File: src/rtl/psw_pkg.sv
package psw_pkg;
  localparam int unsigned PSW_W      = 32;
  localparam int unsigned POS_MODE   = 30;
  localparam int unsigned POS_BANK   = 29;
  localparam int unsigned POS_BLOCK  = 28;
  localparam int unsigned POS_FPOFF  = 15;
  localparam int unsigned POS_DM     = 9;
  localparam int unsigned POS_DQ     = 8;
  localparam int unsigned POS_THR    = 4;
  localparam int unsigned THR_W      = 4;
  localparam int unsigned POS_SAT    = 1;
  localparam int unsigned POS_COND   = 0;

  function automatic logic [PSW_W-1:0] rw_mask();
    logic [PSW_W-1:0] m;
    m = '0;
    m[POS_MODE]  = 1'b1;
    m[POS_BANK]  = 1'b1;
    m[POS_BLOCK] = 1'b1;
    m[POS_FPOFF] = 1'b1;
    m[POS_DM]    = 1'b1;
    m[POS_DQ]    = 1'b1;
    m[POS_THR +: THR_W] = '1;
    m[POS_SAT]   = 1'b1;
    m[POS_COND]  = 1'b1;
    return m;
  endfunction

  function automatic logic [PSW_W-1:0] reset_word();
    logic [PSW_W-1:0] r;
    r = '0;
    r[POS_MODE]  = 1'b1;
    r[POS_BANK]  = 1'b1;
    r[POS_BLOCK] = 1'b1;
    r[POS_THR +: THR_W] = '1;
    return r;
  endfunction

  function automatic logic [PSW_W-1:0] entry_set();
    logic [PSW_W-1:0] e;
    e = '0;
    e[POS_MODE]  = 1'b1;
    e[POS_BANK]  = 1'b1;
    e[POS_BLOCK] = 1'b1;
    return e;
  endfunction

  // Interrupt taken: not blocked and strictly above the threshold.
  function automatic logic irq_takes(input logic req, input logic blk,
                                     input logic [THR_W-1:0] lvl,
                                     input logic [THR_W-1:0] thr);
    return req & ~blk & (lvl > thr);
  endfunction

  // Physical bank used by the main port.
  function automatic logic active_bank(input logic mode, input logic bsel);
    return mode & bsel;
  endfunction
endpackage

File: src/rtl/psw_reg.sv
module psw_reg
  import psw_pkg::*;
(
  input  logic             clk,
  input  logic             rst_n,
  input  logic             wr_en,
  input  logic [PSW_W-1:0] wr_data,
  input  logic             entry_evt,
  output logic [PSW_W-1:0] psw_q,
  output logic             wr_reject
);
  localparam logic [PSW_W-1:0] MASK  = rw_mask();
  localparam logic [PSW_W-1:0] RST   = reset_word();
  localparam logic [PSW_W-1:0] ENTRY = entry_set();

  logic priv;
  assign priv      = psw_q[POS_MODE];
  assign wr_reject = wr_en & ~priv;

  always_ff @(posedge clk or negedge rst_n) begin
    if (!rst_n)              psw_q <= RST;
    else if (entry_evt)      psw_q <= psw_q | ENTRY;
    else if (wr_en && priv)  psw_q <= wr_data & MASK;
  end
endmodule

File: src/rtl/psw_events.sv
module psw_events
  import psw_pkg::*;
(
  input  logic             blk,
  input  logic             fpoff,
  input  logic [THR_W-1:0] thr,
  input  logic             irq_req,
  input  logic [THR_W-1:0] irq_level,
  input  logic             gen_exc,
  input  logic             fpu_insn,
  input  logic             fpu_in_slot,
  output logic             irq_accept,
  output logic             reset_req,
  output logic             fpu_dis_exc,
  output logic             fpu_slot_exc
);
  logic fpu_trap;
  assign irq_accept   = irq_takes(irq_req, blk, irq_level, thr);
  assign reset_req    = gen_exc & blk;
  assign fpu_trap     = fpu_insn & fpoff;
  assign fpu_dis_exc  = fpu_trap & ~fpu_in_slot;
  assign fpu_slot_exc = fpu_trap & fpu_in_slot;
endmodule

File: src/rtl/gpr_bank.sv
module gpr_bank #(
  parameter int unsigned DATA_W = 32,
  parameter int unsigned NREGS  = 8,
  localparam int unsigned IDX_W = $clog2(NREGS)
) (
  input  logic              clk,
  input  logic              rst_n,
  input  logic              we,
  input  logic [IDX_W-1:0]  idx,
  input  logic [DATA_W-1:0] wdata,
  output logic [DATA_W-1:0] rdata
);
  logic [DATA_W-1:0] mem [NREGS];

  always_ff @(posedge clk or negedge rst_n) begin
    if (!rst_n) begin
      for (int i = 0; i < NREGS; i++) mem[i] <= '0;
    end else if (we) begin
      mem[idx] <= wdata;
    end
  end

  assign rdata = mem[idx];
endmodule

File: src/rtl/psw_ctrl.sv
module psw_ctrl
  import psw_pkg::*;
#(
  parameter int unsigned DATA_W = 32,
  parameter int unsigned NREGS  = 8,
  localparam int unsigned IDX_W = $clog2(NREGS)
) (
  input  logic              clk,
  input  logic              rst_n,
  input  logic              sr_wr_en,
  input  logic [PSW_W-1:0]  sr_wdata,
  output logic [PSW_W-1:0]  sr_rdata,
  output logic              sr_priv_viol,
  input  logic              entry_evt,
  input  logic              irq_req,
  input  logic [THR_W-1:0]  irq_level,
  output logic              irq_accept,
  input  logic              gen_exc,
  output logic              reset_req,
  input  logic              fpu_insn,
  input  logic              fpu_in_slot,
  output logic              fpu_dis_exc,
  output logic              fpu_slot_exc,
  input  logic              gpr_we,
  input  logic [IDX_W-1:0]  gpr_idx,
  input  logic [DATA_W-1:0] gpr_wdata,
  output logic [DATA_W-1:0] gpr_rdata,
  input  logic              alt_we,
  input  logic [IDX_W-1:0]  alt_idx,
  input  logic [DATA_W-1:0] alt_wdata,
  output logic [DATA_W-1:0] alt_rdata
);
  logic [PSW_W-1:0] psw_q;
  logic             priv;
  logic             act_bank;
  logic [DATA_W-1:0] bank_rd [2];

  psw_reg u_psw (
    .clk, .rst_n,
    .wr_en     (sr_wr_en),
    .wr_data   (sr_wdata),
    .entry_evt (entry_evt),
    .psw_q     (psw_q),
    .wr_reject (sr_priv_viol)
  );

  psw_events u_evt (
    .blk         (psw_q[POS_BLOCK]),
    .fpoff       (psw_q[POS_FPOFF]),
    .thr         (psw_q[POS_THR +: THR_W]),
    .irq_req, .irq_level, .gen_exc, .fpu_insn, .fpu_in_slot,
    .irq_accept, .reset_req, .fpu_dis_exc, .fpu_slot_exc
  );

  assign priv     = psw_q[POS_MODE];
  assign act_bank = active_bank(priv, psw_q[POS_BANK]);
  assign sr_rdata = psw_q;

  // Each physical bank serves either the main port or the alternate port.
  for (genvar b = 0; b < 2; b++) begin : g_bank
    logic              is_act;
    logic              b_we;
    logic [IDX_W-1:0]  b_idx;
    logic [DATA_W-1:0] b_wd;
    assign is_act = (act_bank == 1'(b));
    assign b_we   = is_act ? gpr_we    : (alt_we & priv);
    assign b_idx  = is_act ? gpr_idx   : alt_idx;
    assign b_wd   = is_act ? gpr_wdata : alt_wdata;
    gpr_bank #(.DATA_W(DATA_W), .NREGS(NREGS)) u_bank (
      .clk, .rst_n,
      .we    (b_we),
      .idx   (b_idx),
      .wdata (b_wd),
      .rdata (bank_rd[b])
    );
  end

  assign gpr_rdata = bank_rd[act_bank];
  assign alt_rdata = priv ? bank_rd[~act_bank] : '0;
endmodule

File: config.mk
export PLATFORM = sky130hd
export DESIGN_NAME = psw_ctrl
export DESIGN_NICKNAME = d
export VERILOG_FILES = /design/src/rtl/psw_pkg.sv /design/src/rtl/psw_reg.sv /design/src/rtl/psw_events.sv /design/src/rtl/gpr_bank.sv /design/src/rtl/psw_ctrl.sv
export SDC_FILE = /design/constraint.sdc
export NUM_CORES = 1
export LEC_CHECK = 0
export BUFFER_PORTS_ARGS = -buffer_cell sky130_fd_sc_hd__buf_2
export CAP_MARGIN = 20
export CORE_AREA = 2 2 286 217
export CTS_BUF_LIST = sky130_fd_sc_hd__clkbuf_16
export DETAILED_ROUTE_END_ITERATION = 7
export DIE_AREA = 0 0 288 219
export SLEW_MARGIN = 25
export SYNTH_ARGS = -nofsm -noshare
export SYNTH_HDL_FRONTEND = slang
export SYNTH_SLANG_ARGS = --single-unit
File: constraint.sdc
create_clock -name clk -period 2.7 [get_ports clk]
set_input_delay 0.27 -clock clk [delete_from_list [all_inputs] [get_ports clk]]
set_output_delay 0.27 -clock clk [all_outputs]
set_load 0.03 [all_outputs]
# Word level (Yosys, flattened, before mapping)

Index checks and enable logic that the tools add are counted.

Register bits: 524
Input port bits: 116
Output and inout port bits: 101

Magnitude comparators: 7
Muxes and demuxes: 27
Bitwise operators: 18
Reductions and logical operators: 5

Operator list:

| cell               | count |
|---|---|
| $bwmux 256         | 2 |
| $mux 32            | 15 |
| $bmux 32 s3        | 2 |
| $demux 32 s3       | 2 |
| $mux 31            | 2 |
| $and 1x1->1        | 9 |
| $ge 4x4->1 const B | 2 |
| $lt 4x1->1 const B | 2 |
| $not 3->4          | 2 |
| $mux 3             | 2 |
| $not 1->1          | 5 |
| $ge 2x2->1 const B | 2 |
| $gt 4x4->1         | 1 |
| $not 1->2          | 2 |
| $logic_and 1x1->1  | 3 |
| $mux 1             | 2 |
| $reduce_and 2->1   | 1 |
| $reduce_bool 2->1  | 1 |

# Longest topological paths before layout

Depth after elaboration: 10
Depth in mapped cells: 10
Depth with buffers taken out: 7

# Hierarchy

A second synthesis with hierarchy kept.

Cell total of the unflattened synthesis: 1869
Area, all modules: 26140.1 µm²

Modules (own cells, without submodules):

| module     | instances | cells each | area each (µm²) | seq. area each (µm²) |
|---|---|---|---|---|
| gpr_bank   | 2         | 806        | 11627.4         | 6406.1 |
| psw_ctrl   | 1         | 188        | 2102.0          | 0.0 |
| psw_reg    | 1         | 51         | 644.4           | 309.0 |
| psw_events | 1         | 18         | 138.9           | 0.0 |

# Worst setup path after synthesis

OpenSTA, ideal clock, no wires.

Path type: reg-to-output
Start point: register u_psw.psw_q[30]
End point: output gpr_rdata[12]
Arrival time: 2518 ps
Data required time: 2430 ps
Slack: -88 ps
Stages on the path, launching flop included: 11
Cells stage by stage: dfstp_2 > buf_2 > nand2_4 > buf_6 > a21oi_2 > buf_2 > buf_1 > nand2_1 > nand3_1 > nand4_1 > mux2i_1

Cells in the longest elaborated chain, start to end: 9
Elaborated cells on any way between the ends: 15
Classes of those cells: mux: 11; bitwise: 4

RTL lines:

| item                                            | RTL line       | source |
|---|---|---|
| from (decl)                                     | psw_reg.sv:9   | `output logic [PSW_W-1:0] psw_q,` |
| from (signal assigned)                          | psw_reg.sv:22  | `else if (entry_evt) psw_q <= psw_q \| ENTRY;` |
| from (signal assigned)                          | psw_reg.sv:23  | `else if (wr_en && priv) psw_q <= wr_data & MASK;` |
| $and 1x1->1 (*)                                 | psw_pkg.sv:57  | `return mode & bsel;` |
| $mux 3                                          | psw_ctrl.sv:67 | `assign b_idx = is_act ? gpr_idx : alt_idx;` |
| $not 3->4 (not written as such)                 | gpr_bank.sv:23 | `assign rdata = mem[idx];` |
| $bmux 32 s3                                     | gpr_bank.sv:23 |  |
| $mux 32 (not written as such) (2 in series)     | gpr_bank.sv:23 |  |
| $mux 32 (not written as such) (*) (3 in series) | psw_ctrl.sv:78 | `assign gpr_rdata = bank_rd[act_bank];` |
| to (decl)                                       | psw_ctrl.sv:27 | `output logic [DATA_W-1:0] gpr_rdata,` |

Every way passes the cells marked *; elsewhere a longest branch is shown, timed or not. The select of a mux whose other input is x is not followed.

# Final worst setup path

Start point: register u_psw.psw_q[29]
End point: output alt_rdata[20]

Cells in the longest elaborated chain, start to end: 10
Elaborated cells on any way between the ends: 17
Classes of those cells: mux: 12; bitwise: 5

RTL lines:

| item                                            | RTL line       | source |
|---|---|---|
| $and 1x1->1 (*)                                 | psw_pkg.sv:57  |  |
| $mux 3                                          | psw_ctrl.sv:67 |  |
| $not 3->4 (not written as such)                 | gpr_bank.sv:23 |  |
| $bmux 32 s3                                     | gpr_bank.sv:23 |  |
| $mux 32 (not written as such) (2 in series)     | gpr_bank.sv:23 |  |
| $mux 32 (not written as such) (*) (3 in series) | psw_ctrl.sv:79 | `assign alt_rdata = priv ? bank_rd[~act_bank] : '0;` |
| $mux 32 (*)                                     | psw_ctrl.sv:79 |  |
| to (decl)                                       | psw_ctrl.sv:31 | `output logic [DATA_W-1:0] alt_rdata` |

Marked as above.

==> metrics.md <==
| Metric | Value |
|---|---|
| Register area | 0.0131 mm^2 |
| Wire per inst | 21.4 um |
| Final hold slack | 0.0329 ns |
| Worst-Margin Slew | 0.855 ns |
| Peak supply drop | 0.487 mV |
| Register area share after synthesis | 54.9% |
| DRT Pass-1 Iters | 5 |
| Number of synthesized flops with an enable pin | 0 |
| CTS tree | done |
| Peak fanout along the critical path | 8 |
| Row cnt | 78 |
| Footprint of the multi-input gates | 0.0109 mm^2 |
| Core ar. | 0.0601 mm^2 |
| Yosys warning count | 0 |
| Setup crit start kind | register |
| Filler instances | 5415 |
| Post-route ant nets | 0 |
| Asr flop ratio synth | 100% |
| Dpl hpwl | 51400 um |
| Hold Path Class | in2reg |
| Starting DRT DRC Count | 1937 |
| Drt drc | 0 |
| Failing checks | setup timing |
| Net Sw Frac | 35.5% |
| Die Y-Extent | 219 um |
| Hold Path Depth | 3 |
| Post-layout util | 51.8% |
| Worst EP required | 2.43 ns |
| Clk Latency, worst-skew pair | 0.62 ns |
| Largest family of logic cells by synthesized area | simple AND/OR/NAND/NOR gates |
| Internal | 19.6 mW |
| Worst R2R Start | u_psw.psw_q[29] |
| CTS H-tree depth | 2 |
| Layout Nets | 3076 |
| R2r setup slk | 0.09 ns |
| IO Port Bufs | 176 |
| Full die area | 0.0631 mm^2 |
| Leakage | 13.5 nW |
| Worst Path Arrival | 3.00 ns |
| Simple-gate share of the synthesized area | 19.3% |
| Fraction of layout cells with a size suffix above 1 | 24.7% |
| CP Class | reg2out |
| Net Switching | 10.8 mW |
| DR vias/cell | 5.59 |
| Maximum clock rate | 306 MHz |
| PnR worst setup slack | -0.572 ns |
| GPL Wtd Cong | 0.865 |
| First-pass GRT wire length | 122000 um |
| Worst Reg-to-Reg Cells | 9 |
| Worst hold start | sr_wdata[28] |
| Syn Area/Cell | 9.02 um^2 |
| Post-layout min period | 3.27 ns |
| Largest area contributor in the netlist | dfrtp_1 |
| Cell area after synthesis | 0.0239 mm^2 |
| RSZ-0062 raised after global routing | true |
| Vias | 21200 |
| Synth unique cells | 42 |
| Largest net degree at the start of global routing | 95 |
| Combinational power share | 32.9% |
| Starting Density | 39.7% |
| Total power | 30.4 mW |
| Synth Area in XOR/XNOR | 0% |
| Clock power frac | 24.5% |
| Final-report max-slew violation count | 0 |
| Hold path endpoint | u_psw.psw_q[28] |
| Sink Count | 524 |
| Clock Tree Buf Depth | 3 |
| Reg clk slew, reported paths | 0.07 ns |
| Mux cell area share after synthesis | 5.28% |
| Max cap viols | 0 |
| Slew headroom | 43.0% |
| Pwr Density | 977 mW/mm^2 |
| Final setup fails | 64 |
| Dominant synthesized flop cell | dfrtp_1 |
| FF-to-FF End | g_bank[0].u_bank.mem[50] |
| Share of power burned in registers | 42.6% |
| Vias in the first global route | 20200 |
| Die Wd | 288 um |
| Top cells by area, synth | dfrtp_1 54%, a21oi_1 10%, nor2_1 7.7%, nand2_1 5.4%, mux2i_1 4.2% |
| GR Overflow Total | 0 |
| Syn Inst Count | 2648 |
| Final Cycle Share | 121% |
| Setup TNS | -28.98 ns |
| Compound-Gate Fraction of Synth Area | 15.8% |
| Area share of fa/ha/maj cells after synthesis | 0.210% |
| I/O Pins | 217 |
| Num CTS Buffers | 52 |
| Area grow syn2layout | 30.4% |
| CTS Root Cell | clkbuf_16 |
| Yosys reg bits | 524 |
| Initial antenna violation count | 3 |
| Worst clock skew | 0.0259 ns |
| Total track usage | 25.2% |
| Outcome | complete, but fails checks |
| Routed wire length | 81200 um |
| CP Capture Type | output pin |
| Share of the synthesized area in the top cell type | 54.2% |
| Final Hold Fails | 0 |
==> registers in the layout, indices dropped and copies added, names as in the netlist <==
register	cells
g_bank.u_bank.mem	512
u_psw.psw_q	12
==> worst max-delay path by stage <==
| stage | startpoint | end | slack, ns | cells after the start |
|---|---|---|---|---|
| floorplan | u_psw.psw_q[30] | gpr_rdata[12] | -0.09 | 10 |
| global placement | u_psw.psw_q[30] | gpr_rdata[4] | -0.02 | 9 |
| detailed placement | u_psw.psw_q[30] | gpr_rdata[4] | -0.04 | 9 |
| CTS | u_psw.psw_q[29] | alt_rdata[16] | -0.51 | 9 |
| global route | u_psw.psw_q[29] | alt_rdata[20] | -0.63 | 9 |
| finish | u_psw.psw_q[29] | alt_rdata[20] | -0.57 | 11 |
==> power by group through the flow <==
stage | logic [mW] | clock network (mW) | registers (mW)
finish | 10.0 | 7.46 | 12.9
global route | 11.0 | 7.90 | 13.3
CTS | 9.61 | 7.57 | 12.9
detailed placement | 8.76 | 0 | 12.9
global placement | 8.45 | 0 | 12.8
floorplan | 5.97 | 0 | 12.5
==> what timing repair did <==
action | in CTS | in global routing
hold buffers | 12 | 0
pin swaps | 52 | 45
cloned | 7 | 7
endpoints found under the setup margin | 64 | 99
gates resized for setup | 232 | 104
buffers inserted | 27 | 10
endpoints found under the hold margin | 56 | 0
==> metal layers <==
metal  track usage, %  wire, um
met5                0         0
met2             36.5     34600
met1             38.8     37900
met4             6.25      1430
met3             4.58      7260
==> synthesized netlist by cell type (2+ instances only) <==
cell type  count
nor2_4         4
a21o_1         2
nand2b_1       5
nor3_1         5
nor2_1       489
mux2_2        15
o21ai_1        9
nor3_4         6
buf_4         25
o22ai_1       71
nor2b_1        7
inv_1          4
clkbuf_1      84
a21oi_1      482
dfstp_2        7
and3_1         4
o21ai_0       57
nor2_2         4
ha_1           4
nand3_1      186
buf_2         95
nand4_1       32
mux2i_1      100
nand2_1      345
a211o_1        2
o221ai_1      31
buf_6          3
o22a_1        30
buf_1          8
dfrtp_1      517
mux2i_4        4
==> layout by cell type (no fill, tap or decap), types with 24 or more instances in the layout <==
cell	Yosys	layout
a21oi_1	482	481
buf_12	0	62
buf_2	95	111
buf_4	25	195
buf_6	3	44
clkbuf_16	0	59
dfrtp_1	517	517
mux2i_1	100	83
nand2_1	345	306
nand2_2	1	32
nand3_1	186	113
nand3_2	0	64
nand4_1	32	32
nor2_1	489	488
o21ai_0	57	37
o221ai_1	31	30
o22a_1	30	30
o22ai_1	71	44
o22ai_2	0	24
==> cell type report <==
cell class                      instances  share of cell area [%]
Multi-Input combinational cell       1925                    34.9
Clock buffer                           52                    4.18
Inverter                                4                  0.0482
Antenna cell                            3                  0.0241
Clock inverter                         42                    1.32
Timing Repair Buffer                  449                    14.2
Tap cell                              800                    3.22
Sequential cell                       524                    42.1
==> kinds of logic (layout without fill, tap and decap cells) <==
family | count (synthesis) | count (layout)
AOI/OAI and AO/OA | 687 | 687
adders and majority gates | 4 | 4
DFF | 524 | 524
muxes | 119 | 119
buffers and inverters | 219 | 547
other | 1 | 23
and+or+nand+nor | 1094 | 1095
==> worst max-delay path, cell delays in order, from the launching register on <==
cell	delay (ns)
dfstp_2	0.63
nand2_8	0.12
buf_8	0.15
a21oi_4	0.16
buf_12	0.16
clkbuf_16	0.21
clkbuf_16	0.19
nand2_4	0.05
nand3_2	0.07
nand4_1	0.21
o22ai_1	0.24
buf_4	0.19
==> stage by stage <==
| stage | setup WS, ns | area, um^2 | instances |
|---|---|---|---|
| floorplan | -0.0883 | 24100 | 2667 |
| global placement | -0.0179 | 27400 | 3643 |
| detailed placement | -0.0410 | 27400 | 3643 |
| CTS | -0.506 | 30500 | 3782 |
| global route | -0.629 | 31100 | 3797 |
| finish | -0.572 | 31100 | 3799 |
(Power assumes the default switching activity.)
